$ cat config.mk
export PLATFORM = sky130hd
export DESIGN_NAME = ocp_guard
export DESIGN_NICKNAME = d
export VERILOG_FILES = /design/src/rtl/ocp_pkg.sv /design/src/rtl/ocp_qualifier.sv /design/src/rtl/ocp_regs.sv /design/src/rtl/ocp_latch.sv /design/src/rtl/ocp_guard.sv
export SDC_FILE = /design/constraint.sdc
export NUM_CORES = 1
export LEC_CHECK = 0
export ABC_CLOCK_PERIOD_IN_PS = 2000
export BUFFER_PORTS_ARGS = -buffer_cell sky130_fd_sc_hd__buf_2
export CAP_MARGIN = 20
export CORE_MARGIN = 2
export CORE_UTILIZATION = 45
export DETAILED_ROUTE_END_ITERATION = 6
export PLACE_DENSITY = 0.73
export SKIP_LAST_GASP = 1
export SLEW_MARGIN = 10
export SYNTH_ARGS = -nofsm -noshare
export SYNTH_HDL_FRONTEND = slang
export SYNTH_SLANG_ARGS = --single-unit
export TNS_END_PERCENT = 10
$ cat constraint.sdc
create_clock -name clk -period 2 [get_ports clk]
set_input_delay 0.2 -clock clk [delete_from_list [all_inputs] [get_ports clk]]
set_output_delay 0.2 -clock clk [all_outputs]
set_load 0.05 [all_outputs]
$ cat src/rtl/ocp_pkg.sv
// Package: shared register map and constants for the over-current guard.
// Assumes a word-addressed register port of two address bits.
package ocp_pkg;
    localparam int REG_DW = 16;

    typedef enum logic [1:0] {
        ADDR_OVERRIDE = 2'd0,
        ADDR_STATUS   = 2'd1,
        ADDR_RETRY    = 2'd2,
        ADDR_RESTORE  = 2'd3
    } reg_addr_e;
endpackage

$ cat src/rtl/ocp_qualifier.sv
// Module: qualifies one channel's raw over-current input over a window.
// The qualified output is high while the input has been sampled high on
// QUAL_TICKS consecutive edges. The count is held at zero while hold is
// high and is cleared by restart. Assumes the raw input is synchronous.
module ocp_qualifier #(
    parameter int QUAL_TICKS = 125_000_000
) (
    input  logic clk,
    input  logic rst_n,
    input  logic raw,
    input  logic hold,
    input  logic restart,
    output logic qualified
);
    localparam int CW = $clog2(QUAL_TICKS + 1);
    localparam logic [CW-1:0] LIMIT = CW'(QUAL_TICKS);

    logic [CW-1:0] cnt_q;

    // Count consecutive high samples, saturating at the window length.
    always_ff @(posedge clk) begin
        if (!rst_n) begin
            cnt_q <= '0;
        end else if (hold || restart || !raw) begin
            cnt_q <= '0;
        end else if (cnt_q != LIMIT) begin
            cnt_q <= cnt_q + 1'b1;
        end
    end

    // The window is complete once the saturation value is reached.
    always_comb begin
        qualified = (cnt_q == LIMIT);
    end
endmodule

$ cat src/rtl/ocp_regs.sv
// Module: register port of the guard. Holds the override bit, decodes the
// retry and restore commands into single-cycle controls, and returns read
// data one cycle after the read strobe. Assumes reads and writes do not
// target the same address in one cycle.
module ocp_regs
    import ocp_pkg::*;
#(
    parameter int NUM_CH = 4,
    parameter int DW     = REG_DW
) (
    input  logic              clk,
    input  logic              rst_n,
    input  logic              reg_wr,
    input  logic              reg_rd,
    input  logic [1:0]        reg_addr,
    input  logic [DW-1:0]     reg_wdata,
    input  logic [NUM_CH-1:0] status,
    output logic              override,
    output logic [NUM_CH-1:0] retry_mask,
    output logic              restore_all,
    output logic              status_clear,
    output logic [DW-1:0]     reg_rdata
);
    logic          ovr_q;
    logic [DW-1:0] rdata_q;
    logic [DW-1:0] rdata_d;
    logic          unused_wdata_hi;

    assign unused_wdata_hi = ^reg_wdata[DW-1:NUM_CH];

    // Hold the protection override bit written at its address.
    always_ff @(posedge clk) begin
        if (!rst_n) begin
            ovr_q <= 1'b0;
        end else if (reg_wr && reg_addr == ADDR_OVERRIDE) begin
            ovr_q <= reg_wdata[0];
        end
    end

    // Decode command writes and the read-clear strobe.
    always_comb begin
        retry_mask   = (reg_wr && reg_addr == ADDR_RETRY) ? reg_wdata[NUM_CH-1:0] : '0;
        restore_all  = reg_wr && reg_addr == ADDR_RESTORE;
        status_clear = reg_rd && reg_addr == ADDR_STATUS;
    end

    // Select the read value for the addressed register.
    always_comb begin
        rdata_d = '0;
        case (reg_addr)
            ADDR_OVERRIDE: rdata_d[0] = ovr_q;
            ADDR_STATUS:   rdata_d[NUM_CH-1:0] = status;
            default:       rdata_d = '0;
        endcase
    end

    // Register the read value on each read strobe.
    always_ff @(posedge clk) begin
        if (!rst_n) begin
            rdata_q <= '0;
        end else if (reg_rd) begin
            rdata_q <= rdata_d;
        end
    end

    assign override  = ovr_q;
    assign reg_rdata = rdata_q;
endmodule

$ cat src/rtl/ocp_latch.sv
// Module: sticky status and output enables for all channels. A qualified
// fault sets status and, unless overridden, clears the enable. A read clear
// loses to a set in the same cycle. The enable comes back only on retry or
// restore. Restore has the highest priority.
module ocp_latch #(
    parameter int NUM_CH = 4
) (
    input  logic              clk,
    input  logic              rst_n,
    input  logic [NUM_CH-1:0] qual,
    input  logic              override,
    input  logic [NUM_CH-1:0] retry_mask,
    input  logic              restore_all,
    input  logic              status_clear,
    output logic [NUM_CH-1:0] status,
    output logic [NUM_CH-1:0] out_en
);
    logic [NUM_CH-1:0] status_q;
    logic [NUM_CH-1:0] en_q;
    logic [NUM_CH-1:0] trip;

    // Faults that remove an output this cycle.
    always_comb begin
        trip = override ? '0 : qual;
    end

    // Sticky status: set by a fault, cleared by a read or a restore.
    always_ff @(posedge clk) begin
        if (!rst_n) begin
            status_q <= '0;
        end else if (restore_all) begin
            status_q <= '0;
        end else begin
            status_q <= (status_clear ? '0 : status_q) | qual;
        end
    end

    // Output enables: a trip beats a retry, and a restore beats both.
    always_ff @(posedge clk) begin
        if (!rst_n) begin
            en_q <= '1;
        end else if (restore_all) begin
            en_q <= '1;
        end else begin
            en_q <= (en_q | retry_mask) & ~trip;
        end
    end

    assign status = status_q;
    assign out_en = en_q;
endmodule

$ cat src/rtl/ocp_guard.sv
// Module: top of the per-channel over-current guard. One qualifier per
// channel feeds the shared status/enable latch. The register port gives
// access to the override, the status and the commands. Assumes all inputs
// are synchronous to clk.
module ocp_guard
    import ocp_pkg::*;
#(
    parameter int NUM_CH     = 4,
    parameter int QUAL_TICKS = 125_000_000
) (
    input  logic              clk,
    input  logic              rst_n,
    input  logic [NUM_CH-1:0] oc_raw,
    input  logic              selftest_active,
    input  logic              reg_wr,
    input  logic              reg_rd,
    input  logic [1:0]        reg_addr,
    input  logic [REG_DW-1:0] reg_wdata,
    output logic [REG_DW-1:0] reg_rdata,
    output logic [NUM_CH-1:0] out_en
);
    logic [NUM_CH-1:0] qual;
    logic [NUM_CH-1:0] status_q;
    logic [NUM_CH-1:0] retry_mask;
    logic              override_q;
    logic              restore_all;
    logic              status_clear;

    // One window qualifier per channel.
    for (genvar ch = 0; ch < NUM_CH; ch++) begin : g_chan
        ocp_qualifier #(.QUAL_TICKS(QUAL_TICKS)) u_qual (
            .clk       (clk),
            .rst_n     (rst_n),
            .raw       (oc_raw[ch]),
            .hold      (selftest_active),
            .restart   (restore_all),
            .qualified (qual[ch])
        );
    end

    ocp_regs #(.NUM_CH(NUM_CH), .DW(REG_DW)) u_regs (
        .clk          (clk),
        .rst_n        (rst_n),
        .reg_wr       (reg_wr),
        .reg_rd       (reg_rd),
        .reg_addr     (reg_addr),
        .reg_wdata    (reg_wdata),
        .status       (status_q),
        .override     (override_q),
        .retry_mask   (retry_mask),
        .restore_all  (restore_all),
        .status_clear (status_clear),
        .reg_rdata    (reg_rdata)
    );

    ocp_latch #(.NUM_CH(NUM_CH)) u_latch (
        .clk          (clk),
        .rst_n        (rst_n),
        .qual         (qual),
        .override     (override_q),
        .retry_mask   (retry_mask),
        .restore_all  (restore_all),
        .status_clear (status_clear),
        .status       (status_q),
        .out_en       (out_en)
    );
endmodule

## Word level (Yosys, flattened, before mapping)

Cells that the tools add are included.

- Flip-flop bits (word level): 121
- Bits in latches: 0
- RAM bits: 0
- Bits in read-only memories: 0
- Output and inout bits: 20
- Memories: 0

- $add $sub $neg: 4
- $mul: 0
- Div/mod/pow operators: 0
- $lt $le $gt $ge: 0
- Eq/ne operators: 11
- Shift operators: 0
- Muxes and demuxes: 5
- Bitwise operators: 5
- Reduce and logical (&&, ||, !) cells: 19

Operators with widths:

| cell | number |
|---|---|
| 27-bit by 1-bit adder with 27-bit output (second input constant) | 4 |
| 27-bit equality test (second input constant) | 4 |
| 27-bit inequality test (second input constant) | 4 |
| 4-bit two-way mux | 3 |
| 2-bit OR reduction | 5 |
| 4-bit bitwise OR | 2 |
| 1-bit logical OR | 5 |
| 4-bit bitwise AND | 1 |
| 2-bit equality test (second input constant) | 2 |
| 1-bit logical AND | 4 |
| 1-bit zero test | 4 |
| 4-bit NOT | 1 |
| 3-bit two-way mux | 1 |
| 2-bit by 1-bit equality test with 1-bit output (second input constant) | 1 |
| 2-bit zero test | 1 |
| 1-bit case mux with 2 select lines | 1 |
| 1-bit NOT | 1 |

## Longest topological paths before layout

- Word-level depth: 5
- Mapped depth: 7

## Hierarchy

Synthesis repeated with hierarchy kept, for this count alone.

- Cell total of the unflattened synthesis: 777
- Area, all modules: 6,414.9 µm²

By module, submodules not included:

| module | instances | cells each | area each (µm²) | sequential area each (µm²) |
|---|---|---|---|---|
| ocp_qualifier | 4 | 176 | 1,442.6 | 540.5 |
| ocp_regs | 1 | 44 | 355.3 | 100.1 |
| ocp_latch | 1 | 29 | 289.0 | 160.2 |

## Least setup slack after synthesis

No wires, ideal clock.

- Kind: flip-flop to flip-flop
- Start point: register g_chan[3].u_qual.cnt_q[0]
- End point: register g_chan[3].u_qual.cnt_q[26]
- Library setup time: 0.122 ns
- Data arrival time: 1.735 ns
- Data required time: 1.878 ns
- Setup slack: 0.142 ns
- Cell stages (with the launch flop): 8
- Path buffers: 1
- Clock period less this slack: 1.858 ns
- Cell sequence: dfxtp_1 ha_1 inv_1 or4_4 buf_6 nor4_2 xnor2_1 nor2_1

- Word-level cells in the longest chain between the ends: 1
- Elaborated cells on any way between the ends: 2
- Classes of those cells: add/sub (1); eq/ne (1)

Ends and longest elaborated chain:

| what | RTL line | source |
|---|---|---|
| start, declared | ocp_qualifier.sv:18 | `logic [CW-1:0] cnt_q;` |
| start signal, assigned | ocp_qualifier.sv:27 | `cnt_q <= cnt_q + 1'b1;` |
| 27-bit by 1-bit adder with 27-bit output / 27-bit inequality test (equally long branches) | ocp_qualifier.sv:27, ocp_qualifier.sv:26 |  |

Parallel ways exist; a longest one is shown, timed or not.
A chain may end at the register's enable or synchronous reset.

## Final worst setup path

- Start point: register g_chan[1].u_qual.cnt_q[7]
- End point: register g_chan[1].u_qual.cnt_q[0]

- Word-level cells in the longest chain between the ends: 1

Ends and longest elaborated chain:

| what | RTL line | source |
|---|---|---|
| start, declared | ocp_qualifier.sv:18 |  |
| start signal, assigned | ocp_qualifier.sv:27 |  |
| 27-bit inequality test | ocp_qualifier.sv:26 | `end else if (cnt_q != LIMIT) begin` |

Every way passes these cells.

==> impl_metrics.yaml <==
status:
  status: "complete, no violations"
final_layout:
  seqCellArea_um2: 2420
  multiInputGateArea_um2: 3070
  antenna_cells: 0
  drive_gt1_share_pct: 12.3
  fin_nets: 754
  fill_cells: 1068
  syn_to_final_growth_pct: 19.9
  fin_area_um2: 6780
worst_setup_path:
  cp.required_ns: 2.28
  crit_start: "g_chan[1].u_qual.cnt_q[7]$_SDFFE_PP0P_"
  startpoint_type: "flop"
  critical_path_class: "flop to flop"
  critPathBufInv: 1
  worstSetupEndpointType: "flop"
  r2r-start: "g_chan[1].u_qual.cnt_q[7]$_SDFFE_PP0P_"
  path_cells: "or4b_1 > nor4_1 > nand4_1 > buf_4 > xnor2_1 > nor2_1"
  arrival_ns: 2.21
  rr_endpoint: "g_chan[1].u_qual.cnt_q[0]$_SDFFE_PP0P_"
  critPathSlowestCell: "or4b_1"
  rr_worst_depth: 6
  critical_path.max_fanout: 5
  r2r_slack_ns: 0.07
  crit_family: "simple AND/OR/NAND/NOR gates"
  worst_path_largest_cell_delay_ns: 0.56
cts:
  cts_buffers: 17
  clock_sinks: 121
  clk_pin_slew_ns: 0.06
  clock-root-buffer: "clkbuf_16"
  clockBufferDepth: 2
  cts_setup_buffers: 0
  cts_tree: "yes"
  htreeDepth: 4
  clkLatencyLatePin_ns: 0.40
pwr:
  p_seq_share_pct: 40.0
  power_frac_comb_pct: 2.3
  powerDensity_nw_per_um2: 894
  p_int_mw: 4.92
  ir_drop_v: 0.000621
  p_sw_share_pct: 18.8
  p_sw_mw: 1.14
  p_leak_nw: 2.25
  pwr-share-clk_pct: 57.7
  power_mw: 6.06
synth:
  syn_avg_cell_area_um2: 8.54
  synth_area_leaders: "dfxtp_1 (43%), nor2_1 (8.7%), xor2_1 (7.7%)"
  yosysTopAreaCell: "dfxtp_1"
  syn_inst: 662
  synth-async-reset-ratio_pct: 0
  yosysTopAreaCellShare_pct: 42.9
  synth_edf_count: 0
  ys_warn_count: 0
  ys_ff_latch: 121
  yosysMostFrequentCell: "nor2_1"
  synth_ff_type: "dfxtp_1"
  synthTopCellsByCount: "nor2_1 (131), dfxtp_1 (121), nand2_1 (53), xor2_1 (50), xnor2_1 (48)"
  syn_area_um2: 5650
  ys_types: 40
  ys_seq_area_share_pct: 42.9
route:
  drt_wl_total_um: 12100
  drt_iter0_drc: 345
  drc: 0
  postRouteAntennaNets: 0
  first_pass_iters: 6
  via_per_inst: 5.15
  num_vias: 4639
  avgRoutedWirePerCell_um: 13.5
placement:
  place_area_um2: 6080
  gp_congestion: 0.860
  dpl.hpwl_um: 8330
  io_buffers: 22
floorplan:
  dieWidth_um: 116
  coreArea_um2: 12200
  pin_count: 47
  start_util_pct: 46.5
  die_area_um2: 13500
  row_count: 40
  fp.dieH_um: 116
min_path:
  holdPathStages: 3
  hp-start: "reg_wdata[1]"
  worstHoldEndpoint: "u_latch.out_en[1]$_SDFF_PP1_"
  hp-class: "primary input to flop"
grt:
  antenna_found_initial: 0
  grt_max_degree: 28
  gr-total-overflow: 0
  grt_pass1_wl_um: 20400
  track_usage_pct: 19.0
  grt_pass1_vias: 4500
sta:
  setup-tns-final_ns: 0
  max_freq_mhz: 518
  clock_skew_ns: 0.00943
  timing.hold.ws_ns: 0.0899
  worst_pin_slew_ns: 0.490
  relSlewSlack_pct: 66.9
  rsz0062_at_grt: "true"
  period_share_pct: 96.5
  min_period_ns: 1.93
  finalSetupViolCount: 0
  hold_viol: 0
  drv_slew: 0
job:
  max_cap_viol_count: 0
[worst max-delay path by stage]
stage	to	slack, ns	cells past startpoint
detailed placement	g_chan[2].u_qual.cnt_q[1]$_SDFFE_PP0P_	0.04	8
floorplan	g_chan[3].u_qual.cnt_q[26]$_SDFFE_PP0P_	0.14	7
global route	g_chan[2].u_qual.cnt_q[22]$_SDFFE_PP0P_	-0.06	7
global placement	g_chan[2].u_qual.cnt_q[1]$_SDFFE_PP0P_	0.09	8
CTS	g_chan[2].u_qual.cnt_q[0]$_SDFFE_PP0P_	0.004	8
finish	g_chan[1].u_qual.cnt_q[0]$_SDFFE_PP0P_	0.07	6
[cell type report]
| type | count | area share, % |
|---|---|---|
| Tap cell | 168 | 3.10 |
| Clock buffer | 25 | 7.31 |
| Clock inverter | 7 | 2.73 |
| Timing Repair Buffer | 49 | 4.67 |
| Sequential cell | 121 | 35.8 |
| Multi-Input combinational cell | 510 | 45.3 |
| Inverter | 20 | 1.11 |
[per-stage QoR]
| step | instances | util [%] | setup WS (ns) |
|---|---|---|---|
| finish | 900 | 55.7 | 0.0696 |
| global route | 900 | 55.7 | -0.0591 |
| CTS | 900 | 55.6 | 0.00402 |
| detailed placement | 868 | 50.0 | 0.0431 |
| global placement | 868 | 50.0 | 0.0851 |
| floorplan | 673 | - | 0.142 |
[worst register-to-register path: stages, from the launching register on]
cell     delay [ns]
dfxtp_1        0.35
or4b_1         0.56
nor4_1         0.37
nand4_1        0.14
buf_4          0.19
xnor2_1        0.14
nor2_1         0.05
[registers in the layout, indices dropped and copies added (netlist names)]
name and cells:
u_regs.reg_rdata 4, u_regs.override 1, u_latch.status 4, g_chan.u_qual.cnt_q 108
u_latch.out_en 4
[repair_timing]
| action | CTS | global route |
|---|---|---|
| cloned | 0 | 0 |
| hold endpoints to repair | 0 | 0 |
| pin swaps | 0 | 1 |
| endpoints found under the setup margin | 2 | 15 |
| hold buffers | 0 | 0 |
| gates resized for setup | 2 | 2 |
[routing by layer]
metal / up-vias / track usage (%) / wire length (um)
met5: - / 0 / 0
met4: 0 / 4.60 / 53
met3: 6 / 5.54 / 390
met2: 70 / 33.4 / 6150
met1: 2204 / 23.0 / 5530
li1: 2359 / - / -
[cells in the final DEF (no fill, tap or decap), drive strengths merged, types with 12 or more instances in the layout]
master	count
nor4	20
xor2	50
nand4	37
dfxtp	121
nand3	35
nor2	131
nor3	22
conb	12
and4	12
buf	49
clkbuf	25
xnor2	48
inv	20
nand2	53
a21oi	16
[cell families (layout without fill, tap and decap cells)]
kind of cell / Yosys count / after routing / synth area share, %
AND/OR/NAND/NOR: 362 / 362 / 33.0
flip-flops: 121 / 121 / 42.9
XOR/XNOR: 98 / 98 / 15.2
buffers and inverters: 42 / 101 / 3.72
AO/OA/AOI/OAI: 23 / 23 / 2.19
adder cells (fa/ha/maj): 8 / 8 / 1.77
multiplexers: 7 / 7 / 1.24
other: 1 / 12 / 0.0663
[power groups by stage]
stage          Clock, mW  Combinational, mW  Sequential (mW)
6_report            3.50              0.137             2.43
5_1_grt             3.67              0.148             2.42
4_1_cts             3.56              0.137             2.42
3_5_place_dp           0              0.136             2.48
3_3_place_gp           0              0.132             2.47
2_1_floorplan          0              0.114             2.47
No activity file was read; power rests on OpenSTA's default activity.
